==> config.mk <==
export PLATFORM = sky130hd
export DESIGN_NAME = fp_cmp_unit
export DESIGN_NICKNAME = d
export VERILOG_FILES = /design/src/rtl/fpc_pkg.sv /design/src/rtl/fpc_rst_sync.sv /design/src/rtl/fpc_classify.sv /design/src/rtl/fpc_order.sv /design/src/rtl/fpc_commit.sv /design/src/rtl/fp_cmp_unit.sv
export SDC_FILE = /design/constraint.sdc
export NUM_CORES = 1
export LEC_CHECK = 0
export CAP_MARGIN = 20
export CORE_ASPECT_RATIO = 0.75
export CORE_MARGIN = 2
export CORE_UTILIZATION = 43
export DETAILED_ROUTE_END_ITERATION = 10
export HOLD_SLACK_MARGIN = 0.12
export PLACE_DENSITY_LB_ADDON = 0.05
export SYNTH_ARGS = -nofsm -noshare
export SYNTH_HDL_FRONTEND = slang
export SYNTH_HIERARCHICAL = 1
export SYNTH_SLANG_ARGS = --single-unit
==> constraint.sdc <==
create_clock -name clk -period 2.2 [get_ports clk]
set_input_delay 0.44 -clock clk [delete_from_list [all_inputs] [get_ports clk]]
set_output_delay 0.44 -clock clk [all_outputs]
set_load 0.05 [all_outputs]
==> src/rtl/fpc_pkg.sv <==
package fpc_pkg;

  typedef enum logic [1:0] {
    CC_EQ = 2'd0,
    CC_LT = 2'd1,
    CC_GT = 2'd2,
    CC_UN = 2'd3
  } cc_e;

  typedef struct packed {
    logic sign;
    logic zero;
    logic nan;
    logic snan;
  } opcls_t;

endpackage

==> src/rtl/fpc_rst_sync.sv <==
module fpc_rst_sync #(
  parameter int STAGES = 2
) (
  input  logic clk,
  input  logic rst_n,
  output logic rst_sync_n
);
  logic [STAGES-1:0] chain_q;

  always_ff @(posedge clk or negedge rst_n) begin
    if (!rst_n) chain_q <= '0;
    else        chain_q <= {chain_q[STAGES-2:0], 1'b1};
  end

  assign rst_sync_n = chain_q[STAGES-1];
endmodule

==> src/rtl/fpc_classify.sv <==
module fpc_classify
  import fpc_pkg::*;
#(
  parameter int EXP_W = 8,
  parameter int MAN_W = 23
) (
  input  logic [EXP_W+MAN_W:0] op_i,
  output opcls_t               cls_o
);
  localparam int W = 1 + EXP_W + MAN_W;

  logic [EXP_W-1:0] exp_f;
  logic [MAN_W-1:0] frac_f;
  logic             exp_max;
  logic             frac_nz;

  assign exp_f   = op_i[W-2 -: EXP_W];
  assign frac_f  = op_i[MAN_W-1:0];
  assign exp_max = &exp_f;
  assign frac_nz = |frac_f;

  always_comb begin
    cls_o.sign = op_i[W-1];
    cls_o.zero = (exp_f == '0) && !frac_nz;
    cls_o.nan  = exp_max && frac_nz;
    // quiet bit is the top fraction bit; clear means signalling
    cls_o.snan = exp_max && frac_nz && !frac_f[MAN_W-1];
  end
endmodule

==> src/rtl/fpc_order.sv <==
module fpc_order
  import fpc_pkg::*;
#(
  parameter int EXP_W = 8,
  parameter int MAN_W = 23
) (
  input  logic [EXP_W+MAN_W:0] opa_i,
  input  logic [EXP_W+MAN_W:0] opb_i,
  input  opcls_t               cls_a_i,
  input  opcls_t               cls_b_i,
  input  logic                 signal_i,
  output cc_e                  cc_o,
  output logic                 inv_o
);
  localparam int W = 1 + EXP_W + MAN_W;

  logic [W-2:0] mag_a, mag_b;
  logic         a_mag_small;
  logic         mag_same;

  assign mag_a       = opa_i[W-2:0];
  assign mag_b       = opb_i[W-2:0];
  assign a_mag_small = mag_a < mag_b;
  assign mag_same    = mag_a == mag_b;

  always_comb begin
    if (cls_a_i.nan || cls_b_i.nan) begin
      cc_o = CC_UN;
    end else if (cls_a_i.zero && cls_b_i.zero) begin
      cc_o = CC_EQ;
    end else if (cls_a_i.sign != cls_b_i.sign) begin
      cc_o = cls_a_i.sign ? CC_LT : CC_GT;
    end else if (mag_same) begin
      cc_o = CC_EQ;
    end else if (a_mag_small ^ cls_a_i.sign) begin
      cc_o = CC_LT;
    end else begin
      cc_o = CC_GT;
    end
  end

  always_comb begin
    inv_o = 1'b0;
    if (cc_o == CC_UN) begin
      inv_o = signal_i || cls_a_i.snan || cls_b_i.snan;
    end
  end
endmodule

==> src/rtl/fpc_commit.sv <==
module fpc_commit
  import fpc_pkg::*;
#(
  parameter int STAT_W = 32,
  parameter int CC_LSB = 10
) (
  input  logic              clk,
  input  logic              rst_n,
  input  logic              start_i,
  input  logic              trap_en_i,
  input  cc_e               cc_i,
  input  logic              inv_i,
  input  logic [STAT_W-1:0] stat_i,
  output logic              done_o,
  output logic [1:0]        cc_o,
  output logic              inv_o,
  output logic [STAT_W-1:0] stat_o
);
  localparam logic [STAT_W-1:0] CC_MASK = STAT_W'(3) << CC_LSB;

  logic              done_d, done_q;
  logic [1:0]        cc_d, cc_q;
  logic              inv_d, inv_q;
  logic [STAT_W-1:0] stat_d, stat_q;
  logic              load_en;
  logic              blocked;
  logic [STAT_W-1:0] stat_ins;

  assign load_en  = start_i;
  assign blocked  = inv_i && trap_en_i;
  assign stat_ins = (stat_i & ~CC_MASK) | (STAT_W'(cc_i) << CC_LSB);

  always_comb begin
    done_d = load_en;
    cc_d   = cc_q;
    inv_d  = inv_q;
    stat_d = stat_q;
    if (load_en) begin
      inv_d = inv_i;
      if (blocked) begin
        stat_d = stat_i;
      end else begin
        cc_d   = cc_i;
        stat_d = stat_ins;
      end
    end
  end

  always_ff @(posedge clk or negedge rst_n) begin
    if (!rst_n) begin
      done_q <= 1'b0;
      cc_q   <= 2'd0;
      inv_q  <= 1'b0;
      stat_q <= '0;
    end else begin
      done_q <= done_d;
      cc_q   <= cc_d;
      inv_q  <= inv_d;
      stat_q <= stat_d;
    end
  end

  assign done_o = done_q;
  assign cc_o   = cc_q;
  assign inv_o  = inv_q;
  assign stat_o = stat_q;
endmodule

==> src/rtl/fp_cmp_unit.sv <==
module fp_cmp_unit
  import fpc_pkg::*;
#(
  parameter int EXP_W  = 8,
  parameter int MAN_W  = 23,
  parameter int STAT_W = 32,
  parameter int CC_LSB = 10
) (
  input  logic                 clk,
  input  logic                 rst_n,
  input  logic                 start_i,
  input  logic                 signal_i,
  input  logic                 trap_en_i,
  input  logic [EXP_W+MAN_W:0] opa_i,
  input  logic [EXP_W+MAN_W:0] opb_i,
  input  logic [STAT_W-1:0]    stat_i,
  output logic                 done_o,
  output logic [1:0]           cc_o,
  output logic                 inv_o,
  output logic [STAT_W-1:0]    stat_o
);
  localparam int W = 1 + EXP_W + MAN_W;

  logic   rst_sync_n;
  opcls_t cls [2];
  cc_e    cc_w;
  logic   inv_w;

  fpc_rst_sync #(.STAGES(2)) u_rst (
    .clk        (clk),
    .rst_n      (rst_n),
    .rst_sync_n (rst_sync_n)
  );

  for (genvar g = 0; g < 2; g++) begin : g_cls
    fpc_classify #(.EXP_W(EXP_W), .MAN_W(MAN_W)) u_cls (
      .op_i  ((g == 0) ? opa_i : opb_i),
      .cls_o (cls[g])
    );
  end

  fpc_order #(.EXP_W(EXP_W), .MAN_W(MAN_W)) u_ord (
    .opa_i    (opa_i),
    .opb_i    (opb_i),
    .cls_a_i  (cls[0]),
    .cls_b_i  (cls[1]),
    .signal_i (signal_i),
    .cc_o     (cc_w),
    .inv_o    (inv_w)
  );

  fpc_commit #(.STAT_W(STAT_W), .CC_LSB(CC_LSB)) u_cmt (
    .clk       (clk),
    .rst_n     (rst_sync_n),
    .start_i   (start_i),
    .trap_en_i (trap_en_i),
    .cc_i      (cc_w),
    .inv_i     (inv_w),
    .stat_i    (stat_i),
    .done_o    (done_o),
    .cc_o      (cc_o),
    .inv_o     (inv_o),
    .stat_o    (stat_o)
  );
endmodule

==> metrics.txt <==
Synth warnings 6; area share of the leading cell type in the synthesized netlist 37.0%; critical path cell sequence buf_8 -> inv_4 -> ha_4 -> nand4_1 -> nor3_2 -> a222oi_1 -> nor3b_4 -> nand3_1 -> a21o_1 -> mux2_4; worst slew pin tran 533 ps; status complete, but fails checks; die width 93.3 µm; Post-route DRC 0; final hold vios 0; Synth Area per Inst 10.7 µm²; critical path class in2reg; Worst-Skew Late Latency 280 ps; sum of buffers and inverters on the critical path 2; initial antenna violation count 0; number of global-route vias before repair 2,773; most instantiated cells after synthesis dfrtp_1, inv_1, ha_1, mux2_2, a21oi_1; first-pass GRT wire length 13,200 µm; Final TNS setup -144 ps; Routed Antenna Nets 0; final instance area 4660 µm²; chip height 71.0 µm; largest net degree at the start of global routing 37; Pwr Total 2.30 mW; CTS Root Cell clkbuf_8; Max-Slew Margin vs Limit 64.3%; endpoints failing setup 2; # fillers 370; RSZ-0062 raised after global routing true; Worst VDD drop 0.000439 V; crit-path max cell delay 430 ps; fin worst setup slack -87.4 ps; Iter 0 DRT Violations 85; Avg WL per Cell 16.8 µm; clk buf depth 2; Final Util 80.3%; num rows 24; footprint of the multi-input gates 1920 µm²; Final Critical Period 2290 ps; # hold bufs at CTS 0; Achievable Freq 0.437 GHz; Pwr Density 493 nW/µm²; skew final 5.74 ps; Syn Inst Count 240; Worst Path Required 2370 ps; CP Depth 10; diode count 0; CTS buffer count 5; leakage 2.03 nW; syn_nets 372; share of cells above drive strength 1 49.5%; synth unique cells 43; reg-to-reg setup timing slack 1400 ps; die area 6620 µm²; Area Growth Syn to Fin 81.1%; placed inst area 4300 µm²; CP startpoint opb_i[24]; via-per-instance ratio 5.21; Detailed Route WL 8320 µm; failing checks setup timing; ys async rst share 100%; total grt overflow 0; CP max FO 4; Final HPWL DP 6120 µm; Placer Congestion 0.875; post-synthesis sequential area ratio 37.0%; clock sinks 38; area leader, netlist dfrtp_1; synthesized flop and latch total 38; Worst Setup EP u_cmt/cc_o[1]; Startpoint Class primary input; port bufs 136; Final nets 547; CP delay by family, top simple AND/OR/NAND/NOR gates; Starting Density 44.4%; max_cap viols 0; top post-synthesis cells by area dfrtp_1, ha_1, mux2_2, inv_1, nand4_1; CTS tree done; vias 2,572; gr usage total 25.2%; IO Count 137; CTS clock-pin slew for the worst setup and hold paths 80 ps; RR Startpoint u_cmt/stat_o[31]; FF/Latch Area 951 µm²; core area 5800 µm²; final period utilization 104%; max-slew violation count 0; Crit Reg-Reg Endpoint u_cmt/stat_o[31]; Crit. End Element register; H-Tree Depth 2; count leader, synth dfrtp_1; commonest register cell after synthesis dfrtp_1; Worst Reg-to-Reg Cells 1; worst hold path type reg2async; critical path data arrival time 2460 ps; post-synthesis cell area 2570 µm²; Slowest cell on crit path a222oi_1; Post-synth EDFFs 0; DR pass1 iterations 4
state kept, by name (all words and copies together), names as in the netlist:
signal         cells
u_rst/chain_q      2
u_cmt/cc_o         2
u_cmt/inv_o        1
u_cmt/done_o       1
u_cmt/stat_o      32
power breakdown:
part	internal (mW)	switching, mW	total (mW)	leakage [nW]
clock network	0.252	0.243	0.495	0.0472
registers	0.767	0.0349	0.802	0.447
logic	0.465	0.535	1.00	1.53
total	1.48	0.813	2.30	2.03
through the flow:
stage / setup WS, ps / cells / hold slack, ps
after floorplan: -49.8 / 240 / 144
after global placement: -663 / 482 / 293
after detailed placement: -727 / 482 / 305
after CTS: 1.31 / 493 / 307
after global routing: -94.3 / 494 / 304
final: -87.4 / 494 / 288
worst min path at each step:
stage | from | to | cells after the start
detailed placement | u_rst/chain_q[1] | u_cmt/inv_o | 1
global placement | u_rst/chain_q[1] | u_cmt/inv_o | 1
finish | u_rst/chain_q[1] | u_cmt/cc_o[1] | 1
global route | rst_n | u_rst/chain_q[1] | 1
floorplan | rst_n | u_rst/chain_q[0] | 0
CTS | rst_n | u_rst/chain_q[1] | 1
cell usage in the layout (no fill, tap or decap), types with 2 or more instances in the layout:
master and instances:
clkdlybuf4s50_1 74, dfrtp_1 38, buf_4 36, mux2_2 31
ha_4 25, clkbuf_2 22, inv_2 19, buf_2 17
dlygate4sd2_1 15, inv_1 14, nand4_1 12, nor4_1 8
a21oi_1 7, clkbuf_8 6, nand3_1 6, nand2_1 5
ha_1 5, or4_4 4, clkdlybuf4s15_1 4, a21oi_4 4
o21ai_2 4, nor2_1 4, a211oi_2 3, buf_6 3
a21oi_2 3, a21o_1 3, nor4_2 2, nor3_1 2
nor2_4 2, and4_4 2, a2111oi_0 2, o221ai_2 2
mux2_4 2, inv_4 2, o31a_1 2
cell type report:
| cell class | instances | share of cell area [%] |
|---|---|---|
| flip-flops and latches | 38 | 20.4 |
| repair buffers | 174 | 31.3 |
| clock inverters | 2 | 0.269 |
| inverters | 35 | 2.93 |
| well taps | 78 | 2.10 |
| clock buffers | 6 | 1.77 |
| multi-input cells | 161 | 41.2 |
cells by family (layout without fill, tap and decap cells):
| family | Yosys count | after routing | share of synthesized area, % |
|---|---|---|---|
| AND/OR/NAND/NOR | 57 | 57 | 14.5 |
| multiplexers | 33 | 33 | 14.7 |
| adder cells (fa/ha/maj) | 31 | 31 | 15.1 |
| other | 1 | 1 | 0.146 |
| buffers and inverters | 41 | 217 | 6.91 |
| flip-flops | 38 | 38 | 37.0 |
| AO/OA/AOI/OAI | 39 | 39 | 11.6 |
per-layer routing:
metal,global-route usage [%],up-vias,share of wire (%)
li1,-,1247,-
met1,32.7,1188,43
met2,40.9,119,46
met3,7.56,18,8.5
met4,7.84,0,2.0
met5,0,-,0
timing repair:
action,in CTS,in global routing
gates cloned,0,0
endpoints found under the setup margin,5,4
gates resized for setup,181,71
pin swaps,45,27
buffers inserted,3,1
Power figures use the tool's default switching activity.
